<file path="src/rtl/seg_alloc_pkg.sv">
package seg_alloc_pkg;

    // Update applied to the outstanding-segment counter in one cycle.
    typedef enum logic [1:0] {
        OCC_HOLD = 2'd0,
        OCC_INC  = 2'd1,
        OCC_DEC  = 2'd2
    } occ_op_e;

    function automatic bit is_pow2(input int unsigned v);
        return (v != 0) && ((v & (v - 1)) == 0);
    endfunction

    function automatic occ_op_e occ_decide(input logic take, input logic give_back);
        if (take && !give_back) begin
            return OCC_INC;
        end
        if (give_back && !take) begin
            return OCC_DEC;
        end
        return OCC_HOLD;
    endfunction

endpackage

</file>
<file path="src/rtl/seg_capacity.sv">
module seg_capacity #(
    parameter int ADDR_W    = 28,
    parameter int SEG_SHIFT = 11,
    parameter int CNT_W     = ADDR_W + 1 - SEG_SHIFT
) (
    input  logic [ADDR_W-1:0] region_first,
    input  logic [ADDR_W-1:0] region_last,
    output logic [CNT_W-1:0]  capacity
);
    logic [ADDR_W:0] span;

    always_comb begin
        span     = {1'b0, region_last} - {1'b0, region_first} + {{ADDR_W{1'b0}}, 1'b1};
        capacity = span[ADDR_W:SEG_SHIFT];
    end
endmodule

</file>
<file path="src/rtl/seg_pointer.sv">
module seg_pointer #(
    parameter int ADDR_W    = 28,
    parameter int SEG_SHIFT = 11,
    parameter int CNT_W     = ADDR_W + 1 - SEG_SHIFT
) (
    input  logic              clk,
    input  logic              rst,
    input  logic              enable,
    input  logic              advance,
    input  logic [CNT_W-1:0]  capacity,
    input  logic [ADDR_W-1:0] region_first,
    output logic [ADDR_W-1:0] seg_addr
);
    logic [CNT_W-1:0]  slot_q;
    logic [CNT_W-1:0]  slot_inc;
    logic [CNT_W-1:0]  slot_next;
    logic [ADDR_W:0]   offset;

    always_comb begin
        slot_inc  = slot_q + CNT_W'(1);
        slot_next = (slot_inc >= capacity) ? '0 : slot_inc;
        offset    = {slot_q, {SEG_SHIFT{1'b0}}};
        seg_addr  = region_first + offset[ADDR_W-1:0];
    end

    always_ff @(posedge clk) begin
        if (rst || !enable) begin
            slot_q <= '0;
        end else if (advance) begin
            slot_q <= slot_next;
        end
    end
endmodule

</file>
<file path="src/rtl/seg_occupancy.sv">
module seg_occupancy
    import seg_alloc_pkg::*;
#(
    parameter int CNT_W = 18
) (
    input  logic             clk,
    input  logic             rst,
    input  logic             enable,
    input  logic             take,
    input  logic             give_back,
    input  logic [CNT_W-1:0] capacity,
    output logic [CNT_W-1:0] held,
    output logic             full
);
    occ_op_e op;

    always_comb begin
        op   = occ_decide(take, give_back && (held != '0));
        full = (held >= capacity);
    end

    always_ff @(posedge clk) begin
        if (rst || !enable) begin
            held <= '0;
        end else begin
            unique case (op)
                OCC_INC: held <= held + CNT_W'(1);
                OCC_DEC: held <= held - CNT_W'(1);
                default: held <= held;
            endcase
        end
    end
endmodule

</file>
<file path="src/rtl/seg_ring_alloc.sv">
module seg_ring_alloc
    import seg_alloc_pkg::*;
#(
    parameter int ADDR_W    = 28,
    parameter int SEG_BYTES = 2048
) (
    input  logic              clk,
    input  logic              rst,
    input  logic              enable,
    input  logic [ADDR_W-1:0] region_first,
    input  logic [ADDR_W-1:0] region_last,
    output logic              req_valid,
    input  logic              req_ready,
    output logic [ADDR_W-1:0] req_addr,
    input  logic              release_pulse
);
    localparam int SEG_SHIFT = $clog2(SEG_BYTES);
    localparam int CNT_W     = ADDR_W + 1 - SEG_SHIFT;

    initial begin
        if (!is_pow2(SEG_BYTES) || SEG_SHIFT >= ADDR_W) begin
            $error("seg_ring_alloc: SEG_BYTES must be a power of two below 2**ADDR_W");
        end
    end

    logic [CNT_W-1:0] capacity;
    logic [CNT_W-1:0] occ_count;
    logic             occ_full;
    logic             grant;

    assign req_valid = enable && !rst && !occ_full;
    assign grant     = req_valid && req_ready;

    seg_capacity #(
        .ADDR_W   (ADDR_W),
        .SEG_SHIFT(SEG_SHIFT),
        .CNT_W    (CNT_W)
    ) u_cap (
        .region_first(region_first),
        .region_last (region_last),
        .capacity    (capacity)
    );

    seg_pointer #(
        .ADDR_W   (ADDR_W),
        .SEG_SHIFT(SEG_SHIFT),
        .CNT_W    (CNT_W)
    ) u_ptr (
        .clk         (clk),
        .rst         (rst),
        .enable      (enable),
        .advance     (grant),
        .capacity    (capacity),
        .region_first(region_first),
        .seg_addr    (req_addr)
    );

    seg_occupancy #(
        .CNT_W(CNT_W)
    ) u_occ (
        .clk      (clk),
        .rst      (rst),
        .enable   (enable),
        .take     (grant),
        .give_back(release_pulse),
        .capacity (capacity),
        .held     (occ_count),
        .full     (occ_full)
    );
endmodule

</file>
<file path="config.mk">
export PLATFORM = sky130hd
export DESIGN_NAME = seg_ring_alloc
export DESIGN_NICKNAME = d
export VERILOG_FILES = /design/src/rtl/seg_alloc_pkg.sv /design/src/rtl/seg_capacity.sv /design/src/rtl/seg_pointer.sv /design/src/rtl/seg_occupancy.sv /design/src/rtl/seg_ring_alloc.sv
export SDC_FILE = /design/constraint.sdc
export NUM_CORES = 1
export LEC_CHECK = 0
export BUFFER_PORTS_ARGS = -buffer_cell sky130_fd_sc_hd__buf_2
export CAP_MARGIN = 5
export CORE_ASPECT_RATIO = 1.4
export CORE_MARGIN = 3
export CORE_UTILIZATION = 25
export DETAILED_ROUTE_END_ITERATION = 12
export GPL_TIMING_DRIVEN = 0
export PLACE_DENSITY = 0.49
export RECOVER_POWER = 100
export SLEW_MARGIN = 10
export SYNTH_ARGS = -nofsm -noshare
export SYNTH_HDL_FRONTEND = slang
export SYNTH_SLANG_ARGS = --single-unit
export TNS_END_PERCENT = 30
</file>
<file path="constraint.sdc">
create_clock -name clk -period 9.95 [get_ports clk]
set_clock_uncertainty 0.05 [all_clocks]
set_input_delay 2.985 -clock clk [delete_from_list [all_inputs] [get_ports clk]]
set_output_delay 2.985 -clock clk [all_outputs]
set_load 0.03 [all_outputs]
</file>
==> results of run 1 <==
path summary, 6_finish.rpt:
check	start	endpoint	slack, ps	cells after the start
worst max-delay path	region_first[3]	req_valid	-310	27
worst min-delay path	u_ptr.slot_q[17]	u_ptr.slot_q[17]	420	2
worst max register to register	u_occ.held[0]	u_occ.held[11]	4560	26
worst min register to register	u_ptr.slot_q[17]	u_ptr.slot_q[17]	420	2
state kept, by name (all words and copies together) (netlist names):
signal,cells
u_ptr.slot_q,18
u_occ.held,18
power by group through the flow:
stage               Sequential [mW]  Combinational [mW]  Clock [mW]
detailed placement            0.182               0.620           0
CTS                           0.179               0.673       0.171
global placement              0.182               0.616           0
floorplan                     0.174               0.488           0
global route                  0.181               0.766       0.173
finish                        0.178               0.677       0.167
cell families after synthesis:
logic type / after synthesis / share of synthesized area
AO/OA/AOI/OAI: 174 / 0.2196
multiplexers: 6 / 0.01113
XOR/XNOR: 62 / 0.1006
flip-flops: 36 / 0.1335
adder cells (fa/ha/maj): 121 / 0.2829
buffers and inverters: 74 / 0.06283
AND/OR/NAND/NOR: 194 / 0.1894
stage by stage:
step                      instances  worst slack [ps]  hold slack, ps  cell area, sq um
after floorplan                 667            -70.65           393.6              5409
final                          1041            -306.0           415.4              6704
after global placement         1016             -1434           405.2              6180
after global routing           1041            -572.3           436.4              6704
after CTS                      1034            -429.5           420.0              6613
after detailed placement       1016             -1400           412.1              6180
per-layer routing:
metal  GRT usage  share of wire  vias up
li1            -              -     2653
met1      0.1310           0.41     2309
met2      0.2437           0.56       46
met3    0.008323          0.017        9
met4     0.02953          0.013        0
met5           0              0        -
critical path, delay by kind of cell:
family | cells | cell delay [ps]
AND/OR/NAND/NOR | 7 | 760
adder cells (fa/ha/maj) | 4 | 1070
buffers and inverters | 4 | 420
AO/OA/AOI/OAI | 11 | 1730
XOR/XNOR | 1 | 260
what timing repair did:
action,CTS,global route
gates resized for setup,37,17
setup buffers,12,7
pin swaps,30,30
setup endpoints to repair,13,10
final cells by class:
class                      instances  area [sq um]  area share
timing repair buffer             108         590.6     0.08809
inverter                          49         186.4     0.02781
buffer                            24         160.2     0.02389
sequential                        36         720.7      0.1075
clock buffer                       7         152.6     0.02277
multi-input combinational        557          4568      0.6814
tap                              260         325.3     0.04853
layout by cell type, fill, tap and decap left out, types with 24 or more instances in the layout:
cell type / count
buf_2: 72
xnor2_1: 39
inv_1: 48
dfxtp_1: 36
nand2_1: 24
nor2_1: 57
a21oi_1: 56
buf_4: 30
ha_1: 108
==> flow_summary_export.csv, run 1 <==
group,metric,value,unit
run_status,status,"complete, but fails checks",
run_status,violations,"negative setup slack",
detailed_routing,first_pass_iters,4,
logic_synthesis,yosys.area.top_type_share,0.2713,
sta,tns,-306.0,ps
die,die_w,130.2,um
power,power_switching,464.9,uW
worst_setup_path,worstPathRequired,6920,ps
power,p_sw_frac,0.4545,
logic_synthesis,synthTopCellsByCount,"ha_1 (117), a21oi_1 (62), nor2_1 (56)",
global_route,antenna_found_initial,0,
detailed_routing,num_vias,5017,
sta,fin_crit_sh,1.031,
worst_setup_path,critPathKind,"in -> out",
detailed_routing,wirelength,14350,um
final_layout,drive_above_1_share,0.2164,
final_layout,final_util,0.3162,
logic_synthesis,yosysWarnings,0,
sta,hold_viol,0,
logic_synthesis,syn_avg_cell_area,8.091,sq um
clock_network,clock-root-buffer,"clkbuf_16",
global_route,grt_max_degree,20,
logic_synthesis,yosys.area.top_type,"ha_1",
logic_synthesis,yosysMostFrequentCell,"ha_1",
die,io-pin-count,90,
sta,finalWorstSetupSlack,-306.0,ps
detailed_routing,drc_errors,0,
final_layout,syn_to_final_growth,24.23,%
global_route,first_global_vias,5130,
min_path,hold_class,"reg -> reg",
detailed_routing,drtIter0Drc,127,
power,p_seq_frac,0.174,
die,dieArea,0.02341,sq mm
sta,clock.fmax,0.09750,GHz
logic_synthesis,synthFlopType,"dfxtp_1",
final_layout,fillers,2312,
power,clkPwrFrac,0.163,
worst_setup_path,crit_path_end_kind,"primary output",
logic_synthesis,syn_nets,847,
run,cap_violations,0,
logic_synthesis,synthesis.area,0.005396,sq mm
place,dp_hpwl,11960,um
sta,worstMarginPinSlew,643.1,ps
logic_synthesis,async_flop_share,0,
place,gp_congestion,0.7882,
place,port_buffers,89,
worst_setup_path,cp_slowest_cell,"maj3_2",
power,comb_power_share,0.662,
detailed_routing,vias_per_cell,4.819,
global_route,grt_overflow,0,
power,p_leak,3.253,nW
worst_setup_path,worstPathArrival,7220,ps
logic_synthesis,netlist_instances,667,
clock_network,tritoncts,"yes",
power,ir_worst_vdd,58.36,uV
die,start_util,0.2545,
clock_network,cts.htree.levels,2,
detailed_routing,postRouteAntennaNets,0,
final_layout,antenna_cells,0,
logic_synthesis,seq_area_frac_synth,0.1335,
worst_setup_path,cp-start-kind,"input pin",
sta,relSlewSlack,0.5713,
clock_network,cts_made_buffers,5,
global_route,grt_usage,0.1209,
logic_synthesis,yosys-top-cells-area,"ha_1 (27%), dfxtp_1 (13%), xnor2_1 (6.3%), a21oi_1 (5.8%), nor2_1 (3.9%)",
power,p_int,558.0,uW
global_route,grt_pass1_wl,23560,um
worst_setup_path,critPathMaxStageDelay,330,ps
clock_network,cts_sinks,36,
clock_network,hold_buffers,0,
die,die_h,179.8,um
clock_network,cts.path.max_buffers,2,
sta,rsz0062_at_grt,"true",
worst_setup_path,crit_fanout,3,
power,power,1.023,mW
logic_synthesis,yosysUniqueCellTypes,70,
die,coreArea,0.02120,sq mm
logic_synthesis,synth_edf_count,0,
sta,setup_viol,1,
final_layout,finalNetCount,961,
sta,fin_crit,10260,ps
clock_network,clk_pin_slew,60,ps
clock_network,clkLatencyLatePin,290,ps
logic_synthesis,ys_ff_latch,36,
detailed_routing,wire_per_inst,13.78,um
power,powerDensity,152.6,mW/mm^2
sta,final_max_slew_viol_count,0,
die,rows,63,
No activity file was read; power rests on OpenSTA's default activity.
==> run 2, diff against run 1 <==
--- a/config.mk
+++ b/config.mk
@@ -17,5 +17,6 @@
 export SLEW_MARGIN = 10
 export SYNTH_ARGS = -nofsm -noshare
 export SYNTH_HDL_FRONTEND = slang
+export SYNTH_HIERARCHICAL = 1
 export SYNTH_SLANG_ARGS = --single-unit
 export TNS_END_PERCENT = 30
==> run 2 against run 1 <==
Utilization is 1.6 points lower. Non-clock buffer count is 12 lower. Via count increased by 17%. Highest routed layer unchanged. Cell count is 14% higher. Sequential cell count unchanged. Combinational power shrank 58%. Clock power grew 8%. Global-route usage rose by 1.4 points. The flow now finishes without violations. Worst hold slack improved by 5.3 ps.
==> flow_summary_export.csv, run 2 <==
group,metric,value,unit
global_route,grt_pass1_wl,28610,um
worst_setup_path,r2r_end,"u_occ/held[12]",
final_layout,mostFrequentLayoutCells,"ha_1 (121), inv_1 (81), buf_2 (65), a21oi_1 (55), nor2_1 (54)",
logic_synthesis,netlist_instances,779,
worst_setup_path,endpoint,"req_valid",
logic_synthesis,synth_edf_count,0,
final_layout,finalNetCount,1064,
global_route,grt_overflow,0,
logic_synthesis,yosys.area.top_type,"ha_1",
sta,fin_crit_sh,0.9737,
logic_synthesis,yosys.area.top_type_share,0.2546,
final_layout,syn_to_final_growth,17.06,%
clock_network,tritoncts,"yes",
detailed_routing,wl_met3,380,um
detailed_routing,vias_per_cell,4.939,
worst_setup_path,cp-start-kind,"input pin",
worst_setup_path,crit_fanout,7,
sta,setup_viol,0,
worst_setup_path,critPathMaxStageDelay,400,ps
place,dp_hpwl,15180,um
run_status,status,"complete, no violations",
detailed_routing,first_pass_iters,7,
clock_network,cts_sinks,36,
die,start_util,0.2568,
logic_synthesis,syn_nets,965,
sta,hold_viol,0,
worst_setup_path,critPathTopFamily,"compound AO/OA/AOI/OAI gates",
detailed_routing,drc_errors,0,
min_path,hold_class,"reg -> reg",
final_layout,final_common_cell,"ha_1",
place,port_buffers,89,
detailed_routing,postRouteAntennaNets,0,
die,dieArea,0.02611,sq mm
power,powerDensity,86.60,mW/mm^2
sta,rsz0062_at_grt,"false",
die,die_h,190.0,um
clock_network,cts.path.max_buffers,2,
min_path,hold_depth,2,
logic_synthesis,yosysWarnings,6,
logic_synthesis,syn_avg_cell_area,7.759,sq um
sta,relSlewSlack,0.09801,
detailed_routing,wirelength,17750,um
logic_synthesis,synthTopCellsByCount,"ha_1 (123), inv_1 (81), a21oi_1 (59)",
power,ir_worst_vdd,87.53,uV
clock_network,clkLatencyLatePin,280,ps
worst_setup_path,critical_path.cell_chain,"buf_2 -> inv_1 -> ha_1 -> ha_1 -> buf_2 -> nand2_2 -> o21ai_1 -> a221o_1 -> nor2_4 -> o21ai_1 -> xor2_1 -> inv_1 -> ha_1 -> a21o_1 -> a211o_1 -> o21ai_1 -> a32oi_1 -> nor3b_1 -> buf_4",
power,p_sw_frac,0.3898,
power,p_leak,3.604,nW
power,clkPwrFrac,0.294,
die,die_w,137.4,um
worst_setup_path,worstPathRequired,6920,ps
logic_synthesis,seq_area_frac_synth,0.1192,
run,cap_violations,0,
detailed_routing,met1Wirelength,7265,um
worst_setup_path,ff2ff_path_depth,20,
detailed_routing,dr.max_layer_used,"met4",
worst_setup_path,reg2reg_from,"u_occ/held[0]",
die,coreArea,0.02354,sq mm
worst_setup_path,worstPathArrival,6650,ps
final_layout,fin_area,0.007076,sq mm
detailed_routing,wl_met2,9520,um
power,p_seq_frac,0.238,
power,p_int,373.9,uW
global_route,first_global_vias,5775,
sta,fin_crit,9688,ps
worst_setup_path,cp_slowest_cell,"a221o_1",
final_layout,antenna_cells,0,
detailed_routing,wire_per_inst,14.98,um
sta,final_max_slew_viol_count,0,
clock_network,clk_pin_slew,50,ps
final_layout,reg_top3,"u_occ/held: 18 flops, u_ptr/slot_q: 18 flops",
worst_setup_path,critPathKind,"in -> out",
sta,worstMarginPinSlew,1350,ps
power,power_switching,238.9,uW
worst_setup_path,rrSetupSlack,4840,ps
logic_synthesis,yosysMostFrequentCell,"ha_1",
final_layout,drive_above_1_share,0.1354,
global_route,grt_usage,0.1348,
place,place_area,0.006873,sq mm
logic_synthesis,ys_ff_latch,36,
clock_network,hold_buffers,0,
die,rows,66,
global_route,antenna_found_initial,0,
clock_network,clock-root-buffer,"clkbuf_16",
logic_synthesis,synthesis.area,0.006045,sq mm
worst_setup_path,crit_path_end_kind,"primary output",
logic_synthesis,yosysUniqueCellTypes,87,
logic_synthesis,synthFlopType,"dfxtp_1",
worst_setup_path,cp-startpoint,"region_first[12]",
detailed_routing,num_vias,5853,
die,io-pin-count,90,
worst_setup_path,cp.depth,19,
clock_network,cts_made_buffers,5,
logic_synthesis,async_flop_share,0,
power,power,612.8,uW
sta,clock.fmax,0.1032,GHz
place,gp_congestion,0.8404,
worst_setup_path,worst-path-buf-inv,5,
logic_synthesis,yosys-top-cells-area,"ha_1 (25%), dfxtp_1 (12%), inv_1 (5.0%), a21oi_1 (4.9%), xnor2_1 (4.3%)",
clock_network,cts.htree.levels,2,
power,comb_power_share,0.468,
global_route,grt_max_degree,19,
detailed_routing,drtIter0Drc,291,
[run 2: how the worst min path moves through the flow]
stage | start | end
2_1_floorplan | u_ptr/slot_q[17] | u_ptr/slot_q[17]
3_5_place_dp | u_ptr/slot_q[17] | u_ptr/slot_q[17]
5_1_grt | u_ptr/slot_q[17] | u_ptr/slot_q[17]
4_1_cts | u_ptr/slot_q[17] | u_ptr/slot_q[17]
3_3_place_gp | u_ptr/slot_q[17] | u_ptr/slot_q[17]
6_report | u_ptr/slot_q[17] | u_ptr/slot_q[17]
[run 2: logic make-up after synthesis]
family | count (synthesis) | share of synthesized area
buffers and inverters | 109 | 0.07576
xor gates and xnor gates | 52 | 0.07535
DFF | 36 | 0.1192
muxes | 9 | 0.01532
AOI/OAI and AO/OA | 220 | 0.2554
and+or+nand+nor | 228 | 0.1977
adders and majority gates | 125 | 0.2612
[run 2: layout make-up]
class | count | area, sq um
Buffer | 26 | 142.6
Tap cell | 306 | 382.9
Fill cell | 2622 | 16460
Clock inverter | 2 | 35.03
Clock buffer | 6 | 128.9
Inverter | 81 | 304.0
Sequential cell | 36 | 720.7
Timing Repair Buffer | 94 | 452.9
Multi-Input combinational cell | 634 | 4908
[run 2: power groups by stage]
stage          Combinational, mW  Clock (mW)  Sequential (mW)
6_report                   0.287       0.180            0.146
5_1_grt                    0.329       0.190            0.146
4_1_cts                    0.286       0.184            0.146
3_5_place_dp               0.282           0            0.149
3_3_place_gp               0.280           0            0.149
2_1_floorplan              0.201           0            0.149
[run 2: what timing repair did]
action | 4_1_cts | 5_1_grt
pin swaps | 0 | 8
setup buffers | 1 | 4
endpoints found under the setup margin | 1 | 1
resized for setup | 3 | 15
[run 2: per-stage QoR]
| stage | setup TNS, ps | hold slack [ps] | util | setup slack [ps] | instances |
|---|---|---|---|---|---|
| 4_1_cts | 0 | 421.4 | 0.2997 | 40.88 | 1183 |
| 3_3_place_gp | -138.0 | 406.7 | 0.2920 | -138.0 | 1174 |
| 6_report | 0 | 420.7 | 0.3006 | 262.1 | 1185 |
| 2_1_floorplan | 0 | 386.6 | - | 248.3 | 779 |
| 3_5_place_dp | -96.70 | 411.0 | 0.2920 | -96.70 | 1174 |
| 5_1_grt | 0 | 452.3 | 0.3006 | 3.890 | 1185 |
[run 2: worst register-to-register path: cells and delay by family, from the launching register on]
kind	cells	cell delay (ps)
adders and majority gates	3	1360
buffers and inverters	2	160
AOI/OAI and AO/OA	12	2410
and+or+nand+nor	3	500
DFF	1	490
[run 2: metal layers]
layer  up-vias  global-route usage
met4         0             0.04839
met2        97              0.2620
li1       3049                   -
met1      2680              0.1493
met5         -                   0
met3        27            0.009524
